## src/rtl/lw_burst_sram.sv

```systemverilog
module lw_burst_sram #(
  parameter int ADDR_W = 6,
  parameter int LANES  = 4,
  parameter int LANE_W = 9
)(
  input  logic                    clk,
  input  logic                    rst_n,
  input  logic                    pipe_mode,
  input  logic                    lin_order,
  input  logic                    ce1_n,
  input  logic                    ce2,
  input  logic                    ce3_n,
  input  logic                    we_n,
  input  logic                    adv,
  input  logic [ADDR_W-1:0]       addr,
  input  logic [LANES-1:0]        bw_n,
  input  logic [LANES*LANE_W-1:0] wdata,
  input  logic                    oe_n,
  input  logic                    sleep,
  output logic [LANES*LANE_W-1:0] rdata,
  output logic                    rdata_en
);
  localparam int DW    = LANES * LANE_W;
  localparam int DEPTH = 1 << ADDR_W;
  localparam int HI_W  = ADDR_W - 2;

  logic [DW-1:0] mem [DEPTH];

  logic            b_act, b_wr;
  logic [HI_W-1:0] b_base;
  logic [1:0]      b_st, b_cnt;

  logic              s1_v, s1_wr, s2_v, s2_wr;
  logic [ADDR_W-1:0] s1_a, s2_a;
  logic [LANES-1:0]  s1_be, s2_be;

  logic              h_v;
  logic [ADDR_W-1:0] h_a;
  logic [LANES-1:0]  h_be;
  logic [DW-1:0]     h_d, q_reg;

  function automatic logic [DW-1:0] lane_mix(input logic [DW-1:0] old_w,
                                             input logic [DW-1:0] new_w,
                                             input logic [LANES-1:0] en);
    logic [DW-1:0] r;
    r = old_w;
    for (int i = 0; i < LANES; i++)
      if (en[i]) r[i*LANE_W +: LANE_W] = new_w[i*LANE_W +: LANE_W];
    return r;
  endfunction

  wire sel   = !ce1_n && ce2 && !ce3_n && !sleep;
  wire cont  = adv && b_act && !sleep;
  wire newop = sel && !adv;

  wire [1:0] nxt_cnt = b_cnt + 2'd1;
  wire [1:0] nxt_off = lin_order ? (b_st + nxt_cnt) : (b_st ^ nxt_cnt);

  wire              acc_v  = cont || newop;
  wire              acc_wr = cont ? b_wr : !we_n;
  wire [ADDR_W-1:0] acc_a  = cont ? {b_base, nxt_off} : addr;

  wire              w_v  = pipe_mode ? (s2_v && s2_wr) : (s1_v && s1_wr);
  wire [ADDR_W-1:0] w_a  = pipe_mode ? s2_a : s1_a;
  wire [LANES-1:0]  w_be = pipe_mode ? s2_be : s1_be;

  always_ff @(posedge clk or negedge rst_n) begin
    if (!rst_n) begin
      b_act <= 1'b0; b_wr <= 1'b0; b_base <= '0; b_st <= '0; b_cnt <= '0;
    end else if (cont) begin
      b_cnt <= nxt_cnt;
    end else if (newop) begin
      b_act  <= 1'b1;
      b_wr   <= !we_n;
      b_base <= addr[ADDR_W-1:2];
      b_st   <= addr[1:0];
      b_cnt  <= 2'd0;
    end else begin
      b_act <= 1'b0;
    end
  end

  always_ff @(posedge clk or negedge rst_n) begin
    if (!rst_n) begin
      s1_v <= 1'b0; s1_wr <= 1'b0; s1_a <= '0; s1_be <= '0;
      s2_v <= 1'b0; s2_wr <= 1'b0; s2_a <= '0; s2_be <= '0;
      h_v  <= 1'b0; h_a <= '0; h_be <= '0; h_d <= '0;
    end else begin
      s1_v  <= acc_v;
      s1_wr <= acc_wr;
      s1_a  <= acc_a;
      s1_be <= ~bw_n;
      s2_v  <= s1_v;
      s2_wr <= s1_wr;
      s2_a  <= s1_a;
      s2_be <= s1_be;
      h_v   <= w_v;
      h_a   <= w_a;
      h_be  <= w_be;
      h_d   <= wdata;
    end
  end

  always_ff @(posedge clk)
    if (h_v) mem[h_a] <= lane_mix(mem[h_a], h_d, h_be);

  wire [LANES-1:0] h_hit = (h_v && h_a == s1_a) ? h_be : '0;
  wire [LANES-1:0] d_hit = (pipe_mode && s2_v && s2_wr && s2_a == s1_a) ? s2_be : '0;
  wire [DW-1:0]    rd_mix = lane_mix(lane_mix(mem[s1_a], h_d, h_hit), wdata, d_hit);

  always_ff @(posedge clk) q_reg <= rd_mix;

  wire drv = pipe_mode ? (s2_v && !s2_wr) : (s1_v && !s1_wr);

  assign rdata_en = drv && !oe_n && !sleep;
  assign rdata    = rdata_en ? (pipe_mode ? q_reg : rd_mix) : '0;


  rd_flow_lat_chk: assert property (@(posedge clk) disable iff (!rst_n)
    (acc_v && !acc_wr && !pipe_mode) |=> drv);

  rd_pipe_lat_chk: assert property (@(posedge clk) disable iff (!rst_n)
    (acc_v && !acc_wr && pipe_mode) |=> ##1 drv);

  wr_flow_arrive_chk: assert property (@(posedge clk) disable iff (!rst_n)
    (acc_v && acc_wr && !pipe_mode) |=> ##1 h_v);

  wr_pipe_arrive_chk: assert property (@(posedge clk) disable iff (!rst_n)
    (acc_v && acc_wr && pipe_mode) |=> ##2 h_v);

  sleep_block_chk: assert property (@(posedge clk) disable iff (!rst_n)
    sleep |=> !s1_v);

  desel_block_chk: assert property (@(posedge clk) disable iff (!rst_n)
    (!adv && (ce1_n || !ce2 || ce3_n)) |=> !s1_v);
endmodule

```

## config.mk

```make
export PLATFORM = sky130hd
export DESIGN_NAME = lw_burst_sram
export DESIGN_NICKNAME = d
export VERILOG_FILES = /design/src/rtl/lw_burst_sram.sv
export SDC_FILE = /design/constraint.sdc
export NUM_CORES = 2
export LEC_CHECK = 0
export BUFFER_PORTS_ARGS = -buffer_cell sky130_fd_sc_hd__buf_2
export CORE_MARGIN = 2
export CORE_UTILIZATION = 46
export DETAILED_ROUTE_END_ITERATION = 12
export SLEW_MARGIN = 5
export SYNTH_ARGS = -nofsm -noshare
export SYNTH_HDL_FRONTEND = slang
export SYNTH_SLANG_ARGS = --single-unit
```

## constraint.sdc

```tcl
create_clock -name clk -period 3 [get_ports clk]
set_clock_uncertainty 0.15 [all_clocks]
set_input_delay 0.15 -clock clk [delete_from_list [all_inputs] [get_ports clk]]
set_output_delay 0.15 -clock clk [all_outputs]
set_load 0.005 [all_outputs]
```

Yosys cells after proc, flatten, opt, wreduce, memory -nomap -nowiden

Memory sizes are Yosys's and may differ from the RTL's.
Cells that the tools add are included.

Memories kept: 1
Memory bits (writable): 2304
Output and inout bits: 37
Bits in registers: 117
Logic and storage cells: 93

Memories:

| name | depth | width | read ports | clocked after memory_dff | wr ports | RTL line | source |
|---|---|---|---|---|---|---|---|
| mem  | 64    | 36    | 1          | 0                        | 1        | 27       | `logic [DW-1:0] mem [DEPTH];` |

Bitwise logic cells: 3
Eq/ne operators: 6
Reductions and logical operators: 31
Add/sub/neg operators: 2
Muxes and demuxes: 32

Operator list:

| cell                                        | number |
|---|---|
| 2-to-1 mux 9 bit                            | 16 |
| 2-to-1 mux 36 bit                           | 2 |
| logical AND 1 bit                           | 16 |
| == test 6 bit                               | 2 |
| 2-to-1 mux 4 bit                            | 3 |
| 2-to-1 mux 6 bit                            | 2 |
| AND reduction 2 bit                         | 5 |
| zero test 1 bit                             | 8 |
| != test 2 bit, second input constant        | 4 |
| 2-to-1 mux 1 bit                            | 6 |
| 2-to-1 mux 2 bit                            | 3 |
| NOT 4 bit                                   | 1 |
| adder 2 x 1 -> 2 bit, second input constant | 1 |
| adder 2 bit                                 | 1 |
| nonzero test 2 bit                          | 1 |
| XOR 2 bit                                   | 1 |
| logical OR 1 bit                            | 1 |
| NOT 1 bit                                   | 1 |

Longest topological paths before layout

Depth after elaboration: 7
Gate-level depth with buffers: 12
Gate-level depth less buffers: 6

Least setup slack after synthesis

Ideal clock, no wire load.

Path type: register to output
Start: reg s1_a[0]
End: out rdata[6]
Setup slack: 0.378 ns
Data arrival time: 2.322 ns
Buffers on the path: 2
Stages on the path, launching flop included: 9
Cell sequence: dfrtp_1 > buf_4 > buf_2 > mux4_2 > a221oi_1 > o21ai_1 > a2111o_1 > o211ai_1 > a21oi_1

Longest elaborated chain between the ends: 7
Elaborated cells on any way between the ends: 11
Classes of those cells: eq/ne (2); mux (6); reduce/logical (2); memory (1)

Ends and longest elaborated chain:

| what                                                                         | RTL line | source |
|---|---|---|
| from (decl)                                                                  | 34       | `logic [ADDR_W-1:0] s1_a, s2_a;` |
| from (signal assigned)                                                       | 85       | `s1_v <= 1'b0; s1_wr <= 1'b0; s1_a <= '0; s1_be <= '0;` |
| from (signal assigned)                                                       | 91       | `s1_a <= acc_a;` |
| parallel branches: the longest is 4 deep, another holds memory (64 x 36 bit) | -        |  |
| 2-to-1 mux 9 bit *                                                           | 48       | `if (en[i]) r[i*LANE_W +: LANE_W] = new_w[i*LANE_W +: LANE_W];` |
| 2-to-1 mux 36 bit * (2 in series)                                            | 116      | `assign rdata = rdata_en ? (pipe_mode ? q_reg : rd_mix) : '0;` |
| to (decl)                                                                    | 20       | `output logic [LANES*LANE_W-1:0] rdata,` |

Every way passes the cells marked *.

Worst setup path after layout

Start: reg s1_a[0]
End: out rdata[31]

The elaborated chain is that of the path after synthesis.

==> reports/results.ini <==
[clock_network]
cts_tree=done
cts_sinks=2421
clk_path_buf_depth=3
htreeDepth=4
clk_transition_reported_paths_ps=60
cts_buffers=238
insertion_delay_ps=890
root_buffer=clkbuf_16

[logic_synthesis]
yosysWarnings=0
synth_flop_cell=edfxtp_1
syn_nets=4663
yosysSeqAreaShare=0.769
syn-instance-count=4605
synth_edf_count=2304
synth-seq-cells=2421
synth_cell_types=68
synth_area_um2=93600
async_flop_share=0.0335
syn_area_per_cell_um2=20.3

[pwr]
p_total_w=0.0727
p_sw_w=0.0159
clkPwrFrac=0.418
p_per_area_nw_per_um2=626
p_leak_nw=38.6
internal-power_w=0.0568
sequentialPowerShare=0.514
combPwrFrac=0.068
irDropWorstVdd_mv=0.619
switching_share=0.219

[die]
num_rows=165
die_w_um=455
num_io_pins=94
die_height_um=455
die_area_um2=207000
core_um2=202000
initial_core_util=0.463

[cells_and_area]
postLayoutCoreUtil=0.575
nets=5723
area_growth_pct=24.1
instances_no_fill=8551
largest_reg_flops=2304
layout-drive-gt1-share=0.380
multiInputGateArea_um2=22200
area.sequential_um2=72000
nFillCells=14700
final_area_um2=116000

[setup_path]
arrival_ps=3760
crit_required_ps=2700
cp_slowest_cell=mux4_2
cpPeakStageDelay_ps=530
critPathMaxFanout=9
cp-start-kind=register
end_kind=output pin
critPathMostFrequentCell=buf_12
crit_type=register to output pin
crit_path_cell_trace=buf_12, buf_12, buf_12, buf_12, mux4_2, nand2_1, a31oi_4, a2111oi_4, buf_4, o22ai_2, buf_2

[drt]
vias=51900
viasPerCell=6.07
antenna_left=0
drc=0
drtIter0Drc=6525
routed_wl_mm=279
dr.pass1.iters=6
wire_per_inst_um=32.7

[grt]
overflow=0
grt_pass1_wl_mm=389
grt_max_degree=66
track_usage=0.268
grt_pass1_vias=51100
antenna_found_initial=6

[sta]
period_minus_slack_ps=4060
slew_violations=0
worst_slack_ps=-1060
rsz0062_at_grt=yes
min_period_over_period=1.35
setup_viol=42
tightest_slew_ps=1030
hold_violations=0
relSlewSlack=0.310
max_freq_mhz=247

[placed_design]
port_buffers=93
place_congestion=0.926
post-place-ws_ps=-698
dp.cells=7853
place_area_um2=103000
dp_hpwl_mm=187

[run_status]
violations=setup timing
status=finished with violations

[min_path]
hp-class=input pin to register

[job]
maxCapViolCount=0

[layer usage]
metal	track usage	wire [um]	up-vias
met5	0	0	-
met2	0.426	133000	2528
met1	0.362	107000	27600
li1	-	-	21200
met3	0.0499	23500	553
met4	0.125	15200	0
[power by group through the flow]
stage	clock network [W]	registers [W]	logic (W)
2_1_floorplan	0	0.0381	0.00194
3_5_place_dp	0	0.0381	0.00394
5_1_grt	0.0321	0.0374	0.00513
3_3_place_gp	0	0.0381	0.00390
6_report	0.0304	0.0374	0.00495
4_1_cts	0.0308	0.0374	0.00464
[cells in the final DEF, fill, tap and decap left out, types with 24 or more instances in the layout]
| master | Yosys | final |
|---|---|---|
| mux2i_1 | 154 | 142 |
| o21ai_1 | 8 | 24 |
| o21ai_0 | 92 | 63 |
| dfrtp_1 | 81 | 39 |
| clkbuf_16 | 0 | 248 |
| clkinv_1 | 2 | 61 |
| clkbuf_1 | 100 | 47 |
| bufinv_16 | 0 | 32 |
| o22ai_2 | 0 | 44 |
| o22ai_1 | 115 | 53 |
| mux4_2 | 522 | 522 |
| dfxtp_1 | 36 | 36 |
| nor2_1 | 326 | 318 |
| clkinv_2 | 0 | 46 |
| nand2_1 | 210 | 201 |
| buf_4 | 41 | 703 |
| dfrtp_2 | 0 | 38 |
| dlygate4sd3_1 | 0 | 106 |
| buf_6 | 20 | 45 |
| buf_12 | 2 | 95 |
| buf_2 | 79 | 88 |
| mux2_2 | 29 | 29 |
| edfxtp_1 | 2304 | 2304 |
[path summary, 6_finish.rpt]
kind / start / to / slack [ps] / cells past startpoint
worst max-delay path: s1_a[0] / rdata[31] / -1060 / 11
worst min-delay path: wdata[33] / q_reg[33] / 70 / 4
worst max register to register: s1_a[0] / q_reg[9] / -690 / 19
worst min register to register: s1_be[3] / s2_be[3] / 250 / 0
max in group asynchronous: rst_n / h_d[18] / 1230 / 4
min in group asynchronous: rst_n / h_d[7] / 380 / 3
[final cells by class]
class                           instances  area share
Sequential cell                      2421       0.620
Clock buffer                          287      0.0530
Multi-Input combinational cell       1888       0.191
Inverter                               22    0.000722
Clock inverter                        164      0.0158
Antenna cell                            3   0.0000646
Tap cell                             2672      0.0288
Timing Repair Buffer                 1094      0.0906
[through the flow]
stage / TNS, ps / hold slack, ps
final: -34270 / 68.4
after CTS: -36150 / 0.0231
after global routing: -38120 / 26.2
after global placement: -13100 / -102
after floorplan: 0 / -296
after detailed placement: -12330 / -98.5
[worst max-delay path: cells and delay by family, from the launching register on]
family,cells,cell delay [ps]
DFF,1,470
muxes,1,530
and+or+nand+nor,1,170
buffers and inverters,6,980
AOI/OAI and AO/OA,3,680
[Yosys cell counts, types with 6 or more instances]
cell,n,area (um2)
a21o_1,7,52.6
nand3b_1,7,52.6
o22ai_1,115,719
o32ai_1,9,78.8
buf_8,6,90.1
mux2_2,29,327
nor2_1,326,1220
buf_4,41,308
o21ai_0,92,460
nor3b_1,14,105
a211o_1,7,61.3
buf_2,79,395
or3_1,7,43.8
and2_1,11,68.8
mux2i_1,154,1540
clkbuf_1,100,375
o2111ai_1,15,131
o221ai_1,16,140
a21oi_1,19,95.1
a31o_2,6,52.6
nand4_1,11,68.8
a22o_1,15,131
dfrtp_1,81,2030
a211oi_1,23,173
a22oi_1,39,293
buf_1,26,97.6
edfxtp_1,2304,69200
nand3_1,27,135
a31oi_1,25,156
dfxtp_1,36,721
nor4_1,25,156
nand2_1,210,788
inv_1,19,71.3
mux4_2,522,11800
nor3_1,31,155
o21ai_1,8,40.0
xnor2_1,14,123
a221oi_1,30,263
buf_6,20,225
nor2b_1,9,56.3
o31ai_1,6,45.0
[timing repair]
action                     in CTS  in global routing
pin swaps                      94                 91
setup buffers                  85                 53
hold endpoints to repair      186                  0
resized for setup             342                179
setup endpoints to repair      61                 51
gates cloned                   15                 10
hold buffers                  106                  0
[cells by family (layout without fill, tap and decap cells)]
| family | Yosys count | count (layout) | share of synthesized area |
|---|---|---|---|
| AO/OA/AOI/OAI | 462 | 462 | 0.0342 |
| buffers and inverters | 296 | 1567 | 0.0172 |
| flip-flops | 2421 | 2421 | 0.769 |
| other | 0 | 3 | 0 |
| multiplexers | 705 | 705 | 0.146 |
| AND/OR/NAND/NOR | 705 | 705 | 0.0327 |
| XOR/XNOR | 15 | 15 | 0.00140 |
| adder cells (fa/ha/maj) | 1 | 1 | 0.000134 |
No activity file was read; power rests on OpenSTA's default activity.
